$ cat config.mk
export PLATFORM = sky130hd
export DESIGN_NAME = pwrfail_access_gate
export DESIGN_NICKNAME = d
export VERILOG_FILES = /design/src/rtl/pfg_pkg.sv /design/src/rtl/pfg_sync.sv /design/src/rtl/pfg_lockout.sv /design/src/rtl/pfg_line_gate.sv /design/src/rtl/pwrfail_access_gate.sv
export SDC_FILE = /design/constraint.sdc
export NUM_CORES = 1
export LEC_CHECK = 0
export ABC_AREA = 1
export BUFFER_PORTS_ARGS = -buffer_cell sky130_fd_sc_hd__buf_2
export CAP_MARGIN = 5
export CORE_UTILIZATION = 60
export DETAILED_ROUTE_END_ITERATION = 12
export HOLD_SLACK_MARGIN = 0.12
export PLACE_DENSITY = 0.79
export REMOVE_ABC_BUFFERS = 1
export SYNTH_ARGS = -nofsm -noshare
export SYNTH_HDL_FRONTEND = slang
export SYNTH_SLANG_ARGS = --single-unit
$ cat constraint.sdc
create_clock -name clk -period 2.12 [get_ports clk]
set_clock_uncertainty 0.2 [all_clocks]
set_input_delay 0.106 -clock clk [delete_from_list [all_inputs] [get_ports clk]]
set_output_delay 0.106 -clock clk [all_outputs]
set_load 0.02 [all_outputs]
$ cat src/rtl/pfg_pkg.sv
package pfg_pkg;
  localparam int NUM_LINES  = 4;
  // positions of the host lines inside the gated line vector
  localparam int LN_WR      = 0;
  localparam int LN_RD      = 1;
  localparam int LN_CS_MEM  = 2;
  localparam int LN_CS_TIME = 3;
  // flag positions inside the synchroniser vector
  localparam int FL_SUPPLY  = 0;
  localparam int FL_BACKUP  = 1;
  localparam int NUM_FLAGS  = 2;

  function automatic int ms_to_cycles(input int clk_hz, input int ms);
    return (clk_hz / 1000) * ms;
  endfunction
endpackage

$ cat src/rtl/pfg_sync.sv
module pfg_sync #(
  parameter int WIDTH  = 2,
  parameter int STAGES = 2
) (
  input  logic             clk,
  input  logic             rst_n,
  input  logic [WIDTH-1:0] async_in,
  output logic [WIDTH-1:0] sync_out
);
  logic [STAGES-1:0][WIDTH-1:0] chain;

  always_ff @(posedge clk or negedge rst_n) begin
    if (!rst_n) begin
      chain <= '0;
    end else begin
      chain[0] <= async_in;
      for (int s = 1; s < STAGES; s++) chain[s] <= chain[s-1];
    end
  end

  assign sync_out = chain[STAGES-1];
endmodule

$ cat src/rtl/pfg_lockout.sv
module pfg_lockout #(
  parameter int LOCK_CYCLES = 1000
) (
  input  logic clk,
  input  logic rst_n,
  input  logic pwr_good,
  output logic done
);
  localparam int CW = (LOCK_CYCLES > 1) ? $clog2(LOCK_CYCLES) : 1;
  localparam logic [CW-1:0] LAST = CW'(LOCK_CYCLES - 1);

  logic [CW-1:0] cnt;

  always_ff @(posedge clk or negedge rst_n) begin
    if (!rst_n) begin
      cnt  <= '0;
      done <= 1'b0;
    end else if (!pwr_good) begin
      cnt  <= '0;
      done <= 1'b0;
    end else if (!done) begin
      if (cnt == LAST) done <= 1'b1;
      else             cnt  <= cnt + 1'b1;
    end
  end

  AST_LOSS_CLEARS_DONE: assert property (@(posedge clk) disable iff (!rst_n)
    !pwr_good |=> !done);
  AST_COUNT_IN_RANGE: assert property (@(posedge clk) disable iff (!rst_n)
    cnt <= LAST);
  AST_DONE_AFTER_FULL_COUNT: assert property (@(posedge clk) disable iff (!rst_n)
    $rose(done) |-> ($past(cnt) == LAST && $past(pwr_good)));
endmodule

$ cat src/rtl/pfg_line_gate.sv
module pfg_line_gate (
  input  logic clk,
  input  logic rst_n,
  input  logic ok,
  input  logic host_n,
  output logic dev_n
);
  // armed: the host line has been seen idle since access was last lost
  logic armed;

  always_ff @(posedge clk or negedge rst_n) begin
    if (!rst_n) armed <= 1'b0;
    else        armed <= host_n | (armed & ok);
  end

  assign dev_n = ~(ok & armed & ~host_n);

  AST_NO_MIDCYCLE_RESUME: assert property (@(posedge clk) disable iff (!rst_n)
    (ok && !host_n && $past(!host_n && !ok)) |-> dev_n);
endmodule

$ cat src/rtl/pwrfail_access_gate.sv
module pwrfail_access_gate
  import pfg_pkg::*;
#(
  parameter int CLK_HZ      = 50_000_000,
  parameter int LOCK_MS     = 200,
  parameter int SYNC_STAGES = 2
) (
  input  logic clk,
  input  logic rst_n,
  input  logic host_cs_time_n,
  input  logic host_cs_mem_n,
  input  logic host_rd_n,
  input  logic host_wr_n,
  input  logic supply_ok,
  input  logic on_backup,
  input  logic osc_run,
  output logic dev_cs_time_n,
  output logic dev_cs_mem_n,
  output logic dev_rd_n,
  output logic dev_wr_n,
  output logic dout_en
);
  localparam int LOCK_RAW    = ms_to_cycles(CLK_HZ, LOCK_MS);
  localparam int LOCK_CYCLES = (LOCK_RAW < 1) ? 1 : LOCK_RAW;

  logic [NUM_FLAGS-1:0] flags_async, flags_sync;
  logic                 pwr_good, lock_done, access_ok;
  logic [NUM_LINES-1:0] host_vec, dev_vec;

  assign flags_async[FL_SUPPLY] = supply_ok;
  assign flags_async[FL_BACKUP] = on_backup;

  pfg_sync #(.WIDTH(NUM_FLAGS), .STAGES(SYNC_STAGES)) u_sync (
    .clk(clk), .rst_n(rst_n), .async_in(flags_async), .sync_out(flags_sync)
  );

  assign pwr_good = flags_sync[FL_SUPPLY] & ~flags_sync[FL_BACKUP];

  pfg_lockout #(.LOCK_CYCLES(LOCK_CYCLES)) u_lock (
    .clk(clk), .rst_n(rst_n), .pwr_good(pwr_good), .done(lock_done)
  );

  assign access_ok = pwr_good & lock_done & osc_run;

  assign host_vec[LN_WR]      = host_wr_n;
  assign host_vec[LN_RD]      = host_rd_n;
  assign host_vec[LN_CS_MEM]  = host_cs_mem_n;
  assign host_vec[LN_CS_TIME] = host_cs_time_n;

  for (genvar i = 0; i < NUM_LINES; i++) begin : g_line
    pfg_line_gate u_gate (
      .clk(clk), .rst_n(rst_n), .ok(access_ok),
      .host_n(host_vec[i]), .dev_n(dev_vec[i])
    );
  end

  assign dev_wr_n      = dev_vec[LN_WR];
  assign dev_rd_n      = dev_vec[LN_RD];
  assign dev_cs_mem_n  = dev_vec[LN_CS_MEM];
  assign dev_cs_time_n = dev_vec[LN_CS_TIME];

  assign dout_en = access_ok & ~dev_vec[LN_RD]
                 & (~dev_vec[LN_CS_TIME] | ~dev_vec[LN_CS_MEM]);

  AST_BLOCKED_LINES_IDLE: assert property (@(posedge clk) disable iff (!rst_n)
    !flags_sync[FL_SUPPLY] |-> (&dev_vec));
  AST_BLOCKED_NO_DRIVE: assert property (@(posedge clk) disable iff (!rst_n)
    !(pwr_good && lock_done) |-> !dout_en);
  AST_GRANT_NEEDS_OSC: assert property (@(posedge clk) disable iff (!rst_n)
    !osc_run |-> ((&dev_vec) && !dout_en));
  AST_BACKUP_BLOCKS: assert property (@(posedge clk) disable iff (!rst_n)
    flags_sync[FL_BACKUP] |-> ((&dev_vec) && !dout_en));
endmodule

==> qor.log <==
INFO  outcome        status=finished clean
INFO  flow_run       max_cap_violations=0
INFO  floorplanning  fp.dieArea=0.00360mm2
INFO  cts            tritoncts=built
INFO  power          power_frac_comb=0.054
INFO  power          vdd_ir_drop_max=0.000533V
INFO  grt            gr-usage-all-layers=0.280
INFO  synthesis      flop_and_latch_count_out_of_synthesis=33
INFO  cells_and_area sequential_standard_cell_area=826um2
INFO  cells_and_area nets=336
INFO  cells_and_area n_antenna_cell=0
INFO  worst_setup_path regToRegStartpoint=u_sync.sync_out[1]$_DFF_PN0_
INFO  worst_setup_path crit_path_arrival_time=1700ps
INFO  floorplanning  initial_utilization=0.645
INFO  cts            cts.root.buffer_cell=sky130_fd_sc_hd__clkbuf_4
INFO  sta            timing.hold.ws=132ps
INFO  sta            period_share=0.944
INFO  sta            finalHoldViolCount=0
INFO  synthesis      ys.flop_type=sky130_fd_sc_hd__dfrtp_1
INFO  worst_hold_path min_path_type=in -> async
INFO  sta            timing.fmax=500MHz
INFO  worst_setup_path origin_of_the_worst_setup_path=u_sync.sync_out[1]$_DFF_PN0_
INFO  synthesis      proportion_of_synthesized_chip_area_in_sequential_cells=0.409
INFO  synthesis      yosysWarningCount=0
INFO  power          total_power_per_unit_cell_area=454mW/mm2
INFO  cts            num_clock_sinks=33
INFO  synthesis      yosysMostFrequentCell=sky130_fd_sc_hd__nand2_1
INFO  power          clock_power_share=0.333
INFO  floorplanning  placeableCoreArea=0.00313mm2
INFO  synthesis      synth_enable_flop_cells=0
INFO  detailed_routing drt_iter0_drc=106
INFO  power          p_leak=1.04nW
INFO  grt            grt_max_degree=34
INFO  detailed_routing routed_vias_inst=4.94
INFO  synthesis      post_synth.cell_area_avg=6.86um2
INFO  sta            max_slew.worst_pin.slew=707ps
INFO  detailed_routing dr_total_vias=1832
INFO  worst_setup_path worstSetupPathType=reg -> out
INFO  worst_setup_path worstPathMaxFanout=7
INFO  grt            number_of_antenna_violations_at_the_first_check_in_global_routing=0
INFO  detailed_routing detailedRoute.firstPassIterationCount=4
INFO  power          power.switching=0.000263W
INFO  power          power_frac_seq=0.613
INFO  worst_setup_path critPathCaptureType=primary output
INFO  synthesis      ys_top_cells_by_area=sky130_fd_sc_hd__dfrtp_1, sky130_fd_sc_hd__nand2_1, sky130_fd_sc_hd__nor2_1
INFO  placed_design  gp_routability_congestion=0.902
INFO  synthesis      syn-instance-count=294
INFO  cells_and_area fillerInstances=264
INFO  detailed_routing drt-wirelength-per-cell=12.1um
INFO  synthesis      post_synth_most_frequent_cells=sky130_fd_sc_hd__nand2_1, sky130_fd_sc_hd__nor2_1, sky130_fd_sc_hd__dfrtp_1, sky130_fd_sc_hd__inv_1, sky130_fd_sc_hd__nand3_1
INFO  worst_setup_path worst_setup_path_start_kind=register
INFO  sta            worst_slew_margin_rel=0.529
INFO  floorplanning  fp.dieH=60.0um
INFO  floorplanning  top_level_ports=14
INFO  floorplanning  chipWidth=60.0um
INFO  detailed_routing ant_nets=0
INFO  sta            fin_setup_tns=0ps
INFO  cells_and_area area.growth.synth_to_final=14.8%
INFO  cells_and_area post_route_cells_drive_above_1_share=0.138
INFO  sta            grt_setup_unrepaired=no
INFO  detailed_routing totalWireLength=4490um
INFO  synthesis      synthDominantCellAreaShare=0.409
INFO  synthesis      synth-async-reset-ratio=1.00
INFO  floorplanning  fp-row-count=20
INFO  placed_design  placed_wire_length_estimate_after_detailed_placement=3170um
INFO  cells_and_area multiInputGateArea=0.00104mm2
INFO  cts            h-tree-depth=2
INFO  sta            maxSlewViolCount=0
INFO  sta            finalCriticalPeriod=2000ps
INFO  detailed_routing drc_errors=0
INFO  placed_design  input_output_buffers=13
INFO  cts            cts-buffers-inserted=5
INFO  grt            gr-total-overflow=0
INFO  grt            grt_pass1_vias=1595
INFO  power          swShare=0.250
INFO  worst_setup_path req_time_crit_path=1810ps
INFO  cts            worst_setup_hold_path_clk_slew=100ps
INFO  synthesis      syn-cell-area=0.00202mm2
INFO  synthesis      cell_taking_the_most_area_after_synthesis=sky130_fd_sc_hd__dfrtp_1
INFO  cts            clkLatencyLatePin=350ps
INFO  synthesis      count_of_distinct_cell_types_in_the_synthesized_netlist=25
INFO  cts            ctsLongestPathBuffers=2
INFO  grt            grt_first_pass_wirelength=7260um
INFO  power          internal_power=0.000788W
INFO  sta            final-setup-viol-count=0
-- timing repair --
item | CTS | global route
buffers inserted | 0 | 1
resized for setup | 1 | 2
endpoints found under the setup margin | 1 | 1
hold buffers | 11 | 0
pin swaps | 0 | 2
endpoints found under the hold margin | 39 | 0
-- cell type report --
type                       count  share of cell area
multi-input combinational    224               0.451
clock buffer                   5              0.0162
inverter                      34              0.0551
tap                           44              0.0238
clock inverter                 3             0.00756
timing repair buffer          28              0.0897
sequential                    33               0.357
-- worst max-delay path: stages (launching register included) --
cell and delay (ps):
sky130_fd_sc_hd__dfrtp_1 400, sky130_fd_sc_hd__nor2_4 150, sky130_fd_sc_hd__nand2_2 130, sky130_fd_sc_hd__nor2_4 200, sky130_fd_sc_hd__nand3_1 140, sky130_fd_sc_hd__a21oi_1 160, sky130_fd_sc_hd__buf_4 160
-- metal layers --
layer,GRT usage,wire [um]
met5,0,0
met4,0.0864,65
met3,0.0649,186
met2,0.440,2040
met1,0.384,2200
-- cell usage in the layout (no fill, tap or decap) --
master and n:
sky130_fd_sc_hd__a21oi_1 1, sky130_fd_sc_hd__and2_1 1, sky130_fd_sc_hd__buf_2 12, sky130_fd_sc_hd__buf_4 5, sky130_fd_sc_hd__clkbuf_4 5, sky130_fd_sc_hd__clkinv_1 1
sky130_fd_sc_hd__clkinv_2 2, sky130_fd_sc_hd__clkinvlp_4 1, sky130_fd_sc_hd__dfrtp_1 33, sky130_fd_sc_hd__dlygate4sd3_1 11, sky130_fd_sc_hd__ha_1 1, sky130_fd_sc_hd__inv_1 26
sky130_fd_sc_hd__inv_2 7, sky130_fd_sc_hd__nand2_1 115, sky130_fd_sc_hd__nand2_2 2, sky130_fd_sc_hd__nand3_1 18, sky130_fd_sc_hd__nand3_2 2, sky130_fd_sc_hd__nand3b_1 2
sky130_fd_sc_hd__nand4_1 1, sky130_fd_sc_hd__nor2_1 43, sky130_fd_sc_hd__nor2_2 5, sky130_fd_sc_hd__nor2_4 2, sky130_fd_sc_hd__nor3_2 1, sky130_fd_sc_hd__nor3b_1 1
sky130_fd_sc_hd__o21ai_0 7, sky130_fd_sc_hd__o21ai_1 6, sky130_fd_sc_hd__o21ai_4 1, sky130_fd_sc_hd__xnor2_1 6, sky130_fd_sc_hd__xor2_1 9
-- state kept, by name, summed over array words and instances (netlist names) --
register             flops
u_sync.sync_out          2
u_lock.done              1
u_lock.cnt              24
u_sync.chain             2
g_line.u_gate.armed      4
-- final timing paths --
check | end | slack (ps) | depth (start not counted)
max | dout_en | 120 | 6
min | u_lock.cnt[10]$_DFFE_PN0P_ | 130 | 2
max reg2reg | g_line[0].u_gate.armed$_DFF_PN0_ | 180 | 7
min reg2reg | u_sync.sync_out[1]$_DFF_PN0_ | 170 | 0
max in group asynchronous | u_lock.cnt[1]$_DFFE_PN0P_ | 1140 | 2
min in group clk | u_sync.sync_out[1]$_DFF_PN0_ | 170 | 0
-- power by group through the flow --
stage / registers (W) / logic (W) / clock network, W
after floorplan: 0.000655 / 0.0000158 / 0
after global placement: 0.000656 / 0.0000400 / 0
after detailed placement: 0.000656 / 0.0000406 / 0
after CTS: 0.000644 / 0.0000563 / 0.000355
after global routing: 0.000646 / 0.0000648 / 0.000381
final: 0.000644 / 0.0000572 / 0.000350
-- through the flow --
| stage | utilization | cell area (um2) | instances | total power [W] | setup WS (ps) |
|---|---|---|---|---|---|
| 3_5_place_dp | 0.682 | 2130 | 351 | 0.000697 | 244 |
| 3_3_place_gp | 0.682 | 2130 | 351 | 0.000696 | 273 |
| 6_report | 0.740 | 2320 | 371 | 0.00105 | 119 |
| 5_1_grt | 0.740 | 2320 | 371 | 0.00109 | 3.04 |
| 2_1_floorplan | - | 1990 | 291 | 0.000671 | 217 |
| 4_1_cts | 0.736 | 2300 | 370 | 0.00105 | 48.1 |
-- cell families (layout without fill, tap and decap cells) --
logic type / Yosys count / after routing / share of synthesized area
AO/OA/AOI/OAI: 15 / 15 / 0.0428
buffers and inverters: 37 / 70 / 0.0769
XOR/XNOR: 15 / 15 / 0.0651
adder cells (fa/ha/maj): 1 / 1 / 0.00620
flip-flops: 33 / 33 / 0.409
AND/OR/NAND/NOR: 193 / 193 / 0.400
Note: power is estimated with default switching activity, not from simulation.
